**src/rtl/chardisp_pkg.sv**
```systemverilog
package chardisp_pkg;

    typedef enum logic [2:0] {
        OP_CLEAR   = 3'd0,
        OP_HOME    = 3'd1,
        OP_ENTRY   = 3'd2,
        OP_DISPCTL = 3'd3,
        OP_FUNC    = 3'd4,
        OP_CURSOR  = 3'd5,
        OP_GLYPH   = 3'd6,
        OP_CHAR    = 3'd7
    } op_e;

    // One bus write: register select, byte, and whether it needs the long wait.
    typedef struct packed {
        logic       rs;
        logic [7:0] data;
        logic       slow;
    } bus_item_t;

    localparam int BOOT_LEN = 4;

    function automatic bus_item_t encode_cmd(input op_e op, input logic [7:0] arg);
        bus_item_t r;
        r = '0;
        case (op)
            OP_CLEAR:   begin r.data = 8'h01; r.slow = 1'b1; end
            OP_HOME:    begin r.data = 8'h02; r.slow = 1'b1; end
            OP_ENTRY:   r.data = {6'b000001, arg[1:0]};
            OP_DISPCTL: r.data = {5'b00001, arg[2:0]};
            OP_FUNC:    r.data = {3'b001, arg[2:0], 2'b00};
            OP_CURSOR:  r.data = {1'b1, arg[6:0]};
            OP_GLYPH:   r.data = {2'b01, arg[5:0]};
            default:    begin r.rs = 1'b1; r.data = arg; end
        endcase
        return r;
    endfunction

    // Start-up configuration: 8-bit, 2 lines, 5x8; display on; clear; increment.
    function automatic bus_item_t boot_item(input logic [1:0] idx);
        case (idx)
            2'd0:    return encode_cmd(OP_FUNC, 8'h06);
            2'd1:    return encode_cmd(OP_DISPCTL, 8'h04);
            2'd2:    return encode_cmd(OP_CLEAR, 8'h00);
            default: return encode_cmd(OP_ENTRY, 8'h02);
        endcase
    endfunction

endpackage

```
**src/rtl/chardisp_wait.sv**
```systemverilog
module chardisp_wait #(
    parameter int W = 19
) (
    input  logic         clk,
    input  logic         rst,
    input  logic         load,
    input  logic [W-1:0] load_val,
    output logic         expired
);
    logic [W-1:0] cnt_d, cnt_q;

    always_comb begin
        cnt_d = cnt_q;
        if (load)
            cnt_d = load_val;
        else if (cnt_q != '0)
            cnt_d = cnt_q - 1'b1;
    end

    always_ff @(posedge clk) begin
        if (rst) cnt_q <= '0;
        else     cnt_q <= cnt_d;
    end

    assign expired = (cnt_q == '0);

    assert_counts_down_R5: assert property (@(posedge clk) disable iff (rst)
        ($past(cnt_q) != '0 && !$past(load)) |-> (cnt_q == $past(cnt_q) - 1'b1));

endmodule

```
**src/rtl/chardisp_strobe.sv**
```systemverilog
module chardisp_strobe #(
    parameter int T_SETUP = 4,
    parameter int T_PULSE = 60,
    parameter int T_HOLD  = 4
) (
    input  logic       clk,
    input  logic       rst,
    input  logic       start,
    input  logic       start_rs,
    input  logic       start_rw,
    input  logic [7:0] start_data,
    output logic       done,
    output logic       rd_busy,
    output logic       bus_e,
    output logic       bus_rs,
    output logic       bus_rw,
    output logic [7:0] bus_dq_out,
    output logic       bus_dq_oe,
    input  logic       bus_busy_in
);
    localparam int TMAX = (T_SETUP > T_PULSE) ?
                          ((T_SETUP > T_HOLD) ? T_SETUP : T_HOLD) :
                          ((T_PULSE > T_HOLD) ? T_PULSE : T_HOLD);
    localparam int CW = $clog2(TMAX + 1);
    localparam int LW = $clog2(T_PULSE + 2);

    typedef enum logic [1:0] {P_IDLE, P_SETUP, P_PULSE, P_HOLD} phase_e;

    typedef struct packed {
        phase_e        phase;
        logic [CW-1:0] cnt;
        logic          rs;
        logic          rw;
        logic [7:0]    dat;
        logic          done;
        logic          rd;
    } strb_t;

    strb_t st_d, st_q;

    always_comb begin
        st_d      = st_q;
        st_d.done = 1'b0;
        case (st_q.phase)
            P_IDLE: begin
                if (start) begin
                    st_d.phase = P_SETUP;
                    st_d.cnt   = CW'(T_SETUP - 1);
                    st_d.rs    = start_rs;
                    st_d.rw    = start_rw;
                    st_d.dat   = start_data;
                end
            end
            P_SETUP: begin
                if (st_q.cnt == '0) begin
                    st_d.phase = P_PULSE;
                    st_d.cnt   = CW'(T_PULSE - 1);
                end else begin
                    st_d.cnt = st_q.cnt - 1'b1;
                end
            end
            P_PULSE: begin
                if (st_q.cnt == '0) begin
                    st_d.rd    = bus_busy_in;
                    st_d.phase = P_HOLD;
                    st_d.cnt   = CW'(T_HOLD - 1);
                end else begin
                    st_d.cnt = st_q.cnt - 1'b1;
                end
            end
            default: begin
                if (st_q.cnt == '0) begin
                    st_d.phase = P_IDLE;
                    st_d.done  = 1'b1;
                end else begin
                    st_d.cnt = st_q.cnt - 1'b1;
                end
            end
        endcase
    end

    always_ff @(posedge clk) begin
        if (rst) st_q <= '{phase: P_IDLE, default: '0};
        else     st_q <= st_d;
    end

    logic active;
    assign active     = (st_q.phase != P_IDLE);
    assign bus_e      = (st_q.phase == P_PULSE);
    assign bus_rs     = active & st_q.rs;
    assign bus_rw     = active & st_q.rw;
    assign bus_dq_out = active ? st_q.dat : 8'h00;
    assign bus_dq_oe  = active & ~st_q.rw;
    assign done       = st_q.done;
    assign rd_busy    = st_q.rd;

    // Checker-only pulse length counter.
    logic [LW-1:0] elen_q;
    always_ff @(posedge clk) begin
        if (rst)                         elen_q <= '0;
        else if (!bus_e)                 elen_q <= '0;
        else if (elen_q != {LW{1'b1}})   elen_q <= elen_q + 1'b1;
    end

    assert_pulse_len_R4: assert property (@(posedge clk) disable iff (rst)
        $fell(bus_e) |-> (elen_q == LW'(T_PULSE)));

    assert_fields_hold_R4: assert property (@(posedge clk) disable iff (rst)
        (active && $past(active)) |-> $stable({bus_rs, bus_rw, bus_dq_out, bus_dq_oe}));

endmodule

```
**src/rtl/chardisp_seq.sv**
```systemverilog
module chardisp_seq
    import chardisp_pkg::*;
#(
    parameter bit USE_POLL       = 1'b1,
    parameter int T_SETUP        = 4,
    parameter int T_PULSE        = 60,
    parameter int T_HOLD         = 4,
    parameter int SHORT_WAIT_CYC = 9500,
    parameter int LONG_WAIT_CYC  = 380000
) (
    input  logic       clk,
    input  logic       rst,
    input  logic       cmd_valid,
    output logic       cmd_ready,
    input  logic [2:0] cmd_op,
    input  logic [7:0] cmd_arg,
    output logic       disp_rs,
    output logic       disp_rw,
    output logic       disp_e,
    output logic [7:0] disp_dq_o,
    output logic       disp_dq_oe,
    input  logic       disp_busy_i
);
    localparam int TW = $clog2(LONG_WAIT_CYC + 1);
    localparam int BW = $clog2(BOOT_LEN);

    typedef enum logic [2:0] {S_ISSUE, S_WRITE, S_POLL_GO, S_POLL, S_TIMER, S_IDLE} st_e;

    typedef struct packed {
        st_e       st;
        logic [BW-1:0] boot_idx;
        logic      booted;
        bus_item_t cur;
        logic      busy_pend;
        logic      last_slow;
        logic [TW-1:0] gap;
    } seq_t;

    seq_t sq_d, sq_q;

    logic          wr_go, rd_go, fin;
    logic          tmr_load, tmr_expired;
    logic [TW-1:0] tmr_val;
    logic          strb_done, strb_busy;

    always_comb begin
        sq_d     = sq_q;
        wr_go    = 1'b0;
        rd_go    = 1'b0;
        fin      = 1'b0;
        tmr_load = 1'b0;
        tmr_val  = '0;
        case (sq_q.st)
            S_ISSUE: begin
                wr_go    = 1'b1;
                sq_d.st  = S_WRITE;
            end
            S_WRITE: begin
                if (strb_done) begin
                    sq_d.last_slow = sq_q.cur.slow;
                    sq_d.busy_pend = 1'b1;
                    if (USE_POLL) begin
                        sq_d.st = S_POLL_GO;
                    end else begin
                        tmr_load = 1'b1;
                        tmr_val  = sq_q.cur.slow ? TW'(LONG_WAIT_CYC) : TW'(SHORT_WAIT_CYC);
                        sq_d.st  = S_TIMER;
                    end
                end
            end
            S_POLL_GO: begin
                rd_go   = 1'b1;
                sq_d.st = S_POLL;
            end
            S_POLL: begin
                if (strb_done) begin
                    if (strb_busy) begin
                        sq_d.st = S_POLL_GO;
                    end else begin
                        sq_d.busy_pend = 1'b0;
                        fin            = 1'b1;
                    end
                end
            end
            S_TIMER: begin
                if (tmr_expired) begin
                    sq_d.busy_pend = 1'b0;
                    fin            = 1'b1;
                end
            end
            default: begin
                if (cmd_valid) begin
                    sq_d.cur = encode_cmd(op_e'(cmd_op), cmd_arg);
                    sq_d.st  = S_ISSUE;
                end
            end
        endcase

        if (fin) begin
            if (sq_q.booted) begin
                sq_d.st = S_IDLE;
            end else if (sq_q.boot_idx == BW'(BOOT_LEN - 1)) begin
                sq_d.booted = 1'b1;
                sq_d.st     = S_IDLE;
            end else begin
                sq_d.boot_idx = sq_q.boot_idx + 1'b1;
                sq_d.cur      = boot_item(sq_q.boot_idx + 1'b1);
                sq_d.st       = S_ISSUE;
            end
        end

        // Checker-only idle-gap counter, saturating.
        if (disp_e)
            sq_d.gap = '0;
        else if (sq_q.gap != TW'(LONG_WAIT_CYC))
            sq_d.gap = sq_q.gap + 1'b1;
    end

    always_ff @(posedge clk) begin
        if (rst) begin
            sq_q           <= '0;
            sq_q.st        <= S_ISSUE;
            sq_q.cur       <= boot_item('0);
            sq_q.gap       <= TW'(LONG_WAIT_CYC);
        end else begin
            sq_q <= sq_d;
        end
    end

    assign cmd_ready = (sq_q.st == S_IDLE);

    chardisp_strobe #(
        .T_SETUP (T_SETUP),
        .T_PULSE (T_PULSE),
        .T_HOLD  (T_HOLD)
    ) u_strobe (
        .clk         (clk),
        .rst         (rst),
        .start       (wr_go | rd_go),
        .start_rs    (wr_go & sq_q.cur.rs),
        .start_rw    (rd_go),
        .start_data  (sq_q.cur.data),
        .done        (strb_done),
        .rd_busy     (strb_busy),
        .bus_e       (disp_e),
        .bus_rs      (disp_rs),
        .bus_rw      (disp_rw),
        .bus_dq_out  (disp_dq_o),
        .bus_dq_oe   (disp_dq_oe),
        .bus_busy_in (disp_busy_i)
    );

    chardisp_wait #(.W(TW)) u_wait (
        .clk      (clk),
        .rst      (rst),
        .load     (tmr_load),
        .load_val (tmr_val),
        .expired  (tmr_expired)
    );

    assert_long_gap_R5: assert property (@(posedge clk) disable iff (rst)
        (!USE_POLL && $rose(disp_e) && sq_q.last_slow) |-> (sq_q.gap >= TW'(LONG_WAIT_CYC)));

    assert_short_gap_R6: assert property (@(posedge clk) disable iff (rst)
        (!USE_POLL && $rose(disp_e)) |-> (sq_q.gap >= TW'(SHORT_WAIT_CYC)));

    assert_poll_clear_R7: assert property (@(posedge clk) disable iff (rst)
        (USE_POLL && $rose(disp_e) && !disp_rw) |-> !sq_q.busy_pend);

    assert_ready_drops_R8: assert property (@(posedge clk) disable iff (rst)
        (cmd_valid && cmd_ready) |=> !cmd_ready);

    assert_ready_quiet_R8: assert property (@(posedge clk) disable iff (rst)
        cmd_ready |-> (!disp_e && !disp_dq_oe));

    assert_no_read_timed_R9: assert property (@(posedge clk) disable iff (rst)
        (!USE_POLL && disp_e) |-> !disp_rw);

endmodule

```
**config.mk**
```make
export PLATFORM = sky130hd
export DESIGN_NAME = chardisp_seq
export DESIGN_NICKNAME = d
export VERILOG_FILES = /design/src/rtl/chardisp_pkg.sv /design/src/rtl/chardisp_wait.sv /design/src/rtl/chardisp_strobe.sv /design/src/rtl/chardisp_seq.sv
export SDC_FILE = /design/constraint.sdc
export NUM_CORES = 1
export LEC_CHECK = 0
export ABC_AREA = 1
export CORE_MARGIN = 10
export CORE_UTILIZATION = 50
export DETAILED_ROUTE_END_ITERATION = 12
export DONT_BUFFER_PORTS = 1
export HOLD_SLACK_MARGIN = 0.12
export PLACE_DENSITY_LB_ADDON = 0.3
export SLEW_MARGIN = 5
export SYNTH_ARGS = -nofsm -noshare
export SYNTH_HDL_FRONTEND = slang
export SYNTH_HIERARCHICAL = 1
export SYNTH_SLANG_ARGS = --single-unit
export TNS_END_PERCENT = 1
```
**constraint.sdc**
```tcl
create_clock -name clk -period 2.1 [get_ports clk]
set_input_delay 0.105 -clock clk [delete_from_list [all_inputs] [get_ports clk]]
set_output_delay 0.105 -clock clk [all_outputs]
set_load 0.05 [all_outputs]
```
==> results.cfg <==
[final_layout]
final_nets = 576
syn_to_final_growth_pct = 13.96
fin_cells = 629
drive_gt1_frac = 0.1159
nFillCells = 596
diodes = 0

[clock_network]
cts_made_buffers = 5
clock_sinks = 54
clock_path_buffers = 2
clock_latency_ns = 0.31
post_cts_buffers = 0
cts_max_level = 2
clkTransAtPathRegs_ns = 0.10
cts_tree = done
cts_root_buf = clkbuf_8

[timing]
timing.fmax_mhz = 522.4
setup_tns_ns = 0
max_slew.worst_pin.slew_ns = 0.9820
finalSetupViolations = 0
period_needed_ns = 1.914
maxSlewViolCount = 0
skew_ns = 0.005759
finalHoldViolCount = 0
grt_setup_unrepaired = false
fin_ws_ns = 0.1857
slew_headroom = 0.3453
fin_crit_sh = 0.9116

[setup_path]
cp_cell_sequence = inv_1 > ha_1 > nand2_2 > nor2_4 > nand4_2 > nor2_2 > nand3_2 > nand2_4 > nand2_4 > o21ai_0 > nor2_1
endpoint_kind = flip-flop
worstPathMaxFanout = 9
reg2reg_from = u_wait/cnt_q[0]
reg2reg_slack_ns = 0.19
path_buf_inv = 1
cp.required_ns = 2.32
crit_type = reg2reg
crit_top_cell = nand2_4
critPathSlowestCell = dfxtp_1
r2r_cells = 11
cp_data_arrival_time_ns = 2.13
startpoint = u_wait/cnt_q[0]
critical-path-max-stage-delay_ns = 0.33
start_kind = flip-flop
worst_r2r_endpoint = sq_q[23]
critical_path.top_delay_family = simple AND/OR/NAND/NOR gates

[synth]
synth-seq-area-share = 0.3313
synth_cell_types = 39
ys_ff_latch = 54
synthMostInstantiatedCell = nand2_1
yosys.area.top_type = dfxtp_1
synth_area_per_cell_um2 = 6.474
synth_common_cells = 128 x nand2_1, 76 x nor2_1, 60 x inv_1
yosysWarnings = 6
synth_top_area_frac = 0.3313
synthArstFlopShare = 0
syn-cell-area_um2 = 3263
synth_edf_count = 0
ys.flop_type = dfxtp_1
yosys-top-cells-area = dfxtp_1 33%, nand2_1 15%, nor2_1 8.7%
syn_inst = 504

[floorplan]
core.rowCount = 29
initial_core_util = 0.5139
fp.dieArea_um2 = 10160
io_pins = 28
die_height_um = 100.8
dieWidth_um = 100.8
core-area_um2 = 6350

[routing]
drtIter0Drc = 113
viasPerCell = 4.941
avgRoutedWirePerCell_um = 11.55
via_count = 3108
totalWireLength_mm = 7.266
drtAntennaViolNets = 0
drt_pre_antenna_iters = 4
drcViolationCount = 0

[power]
peakVddDrop_v = 0.0008766
powerDensity_nw_per_um2 = 1067
p_leak_nw = 1.734

[global_routing]
grt_start_max_net_pins = 23
grt_pass1_wl_mm = 12.68
grt_overflow = 0
grt_pass1_vias = 2824
antenna_found_initial = 0
grt_usage = 0.1478

[placement]
gp_congestion = 0.8813
dp.cells = 608
place_ws_ns = 0.1775
place.port_buffers = 0
post-dp-hpwl_mm = 5.407

[worst_hold_path]
min_from = cmd_op[2]
whs_endpoint = sq_q[24]
holdPathStages = 5
min_path_type = in2reg

[run]
max_cap_violations = 0

[outcome]
status = finished clean
metrics by stage:
| stage | util | cell area (µm²) | power, mW | hold WS (ns) |
|---|---|---|---|---|
| final | 0.5856 | 3719 | 3.967 | 0.1451 |
| after global routing | 0.5856 | 3719 | 4.316 | 0.1817 |
| after CTS | 0.5852 | 3716 | 3.981 | 0.1288 |
| after detailed placement | 0.5505 | 3496 | 3.368 | 0.1790 |
| after global placement | 0.5505 | 3496 | 3.317 | 0.1763 |
| after floorplan | - | 3353 | 2.964 | 0.1674 |
tightest hold or removal path, cell delays in order:
cell     delay (ns)
nand2_1        0.04
a21oi_1        0.05
nand2_1        0.07
nand2_1        0.05
a21oi_1        0.11
worst max-delay path by stage:
stage	end	slack (ns)	cells after the start
after floorplan	sq_q[22]	0.34	12
after global placement	sq_q[22]	0.27	11
after detailed placement	sq_q[23]	0.18	11
after CTS	sq_q[33]	0.07	4
after global routing	sq_q[32]	0.002	11
final	sq_q[23]	0.19	11
power by group:
part / internal (mW) / switching, mW / total [mW]
logic: 0.664 / 1.34 / 2.00
clock network: 0.235 / 0.348 / 0.583
registers: 1.23 / 0.149 / 1.38
cell families (layout without fill, tap and decap cells):
kind of cell    Yosys count  count (layout)  share of synthesized area
simple gates            280             280                     0.3911
buf+inv                  80             104                     0.1020
compound gates           76              76                     0.1281
flops                    54              54                     0.3313
fa+ha+maj                10              10                    0.03834
xor+xnor                  3               3                   0.008054
other cells               1              25                   0.001149
sequential cells by signal, summed over array words and instances, names as in the netlist:
signal,count
u_wait/cnt_q,19
u_strobe/st_q,18
sq_q,15
u_strobe/done,1
u_strobe/rd_busy,1
layout by cell type (no fill, tap or decap), drive strengths merged:
cell	Yosys	layout
dlymetal6s4s	0	1
or2	1	1
nand3	36	36
nand2	137	137
o211ai	3	3
inv	64	64
xor2	1	1
o21ai	38	38
nand3b	1	1
a22oi	1	1
dfxtp	54	54
conb	1	25
and3	1	1
clkinv	3	5
o21bai	2	2
a21oi	29	29
dlygate4sd3	0	12
nor2	91	91
ha	10	10
clkbuf	5	5
buf	8	16
clkinvlp	0	1
and2	1	1
a211oi	3	3
nand4	6	6
xnor2	2	2
nor3	6	6
per-layer routing:
metal	global-route usage	routed length (µm)	vias up
li1	-	-	1655
met1	0.1791	3319	1384
met2	0.2575	3553	60
met3	0.02675	291	9
met4	0.04457	102	0
met5	0	0	-
layout make-up:
| type | count | area (µm²) | share of cell area |
|---|---|---|---|
| clock buffers | 5 | 68.82 | 0.01851 |
| flip-flops and latches | 54 | 1081 | 0.2907 |
| inverters | 67 | 254.0 | 0.06830 |
| clock inverters | 3 | 21.27 | 0.005720 |
| well taps | 77 | 96.34 | 0.02591 |
| multi-input cells | 394 | 1944 | 0.5229 |
| repair buffers | 29 | 252.7 | 0.06797 |
repair_timing:
| item | CTS | global route |
|---|---|---|
| gates resized for setup | 0 | 2 |
| setup endpoints to repair | 0 | 8 |
| hold buffers | 13 | 0 |
| endpoints found under the hold margin | 31 | 0 |
Note: power is estimated with default switching activity, not from simulation.
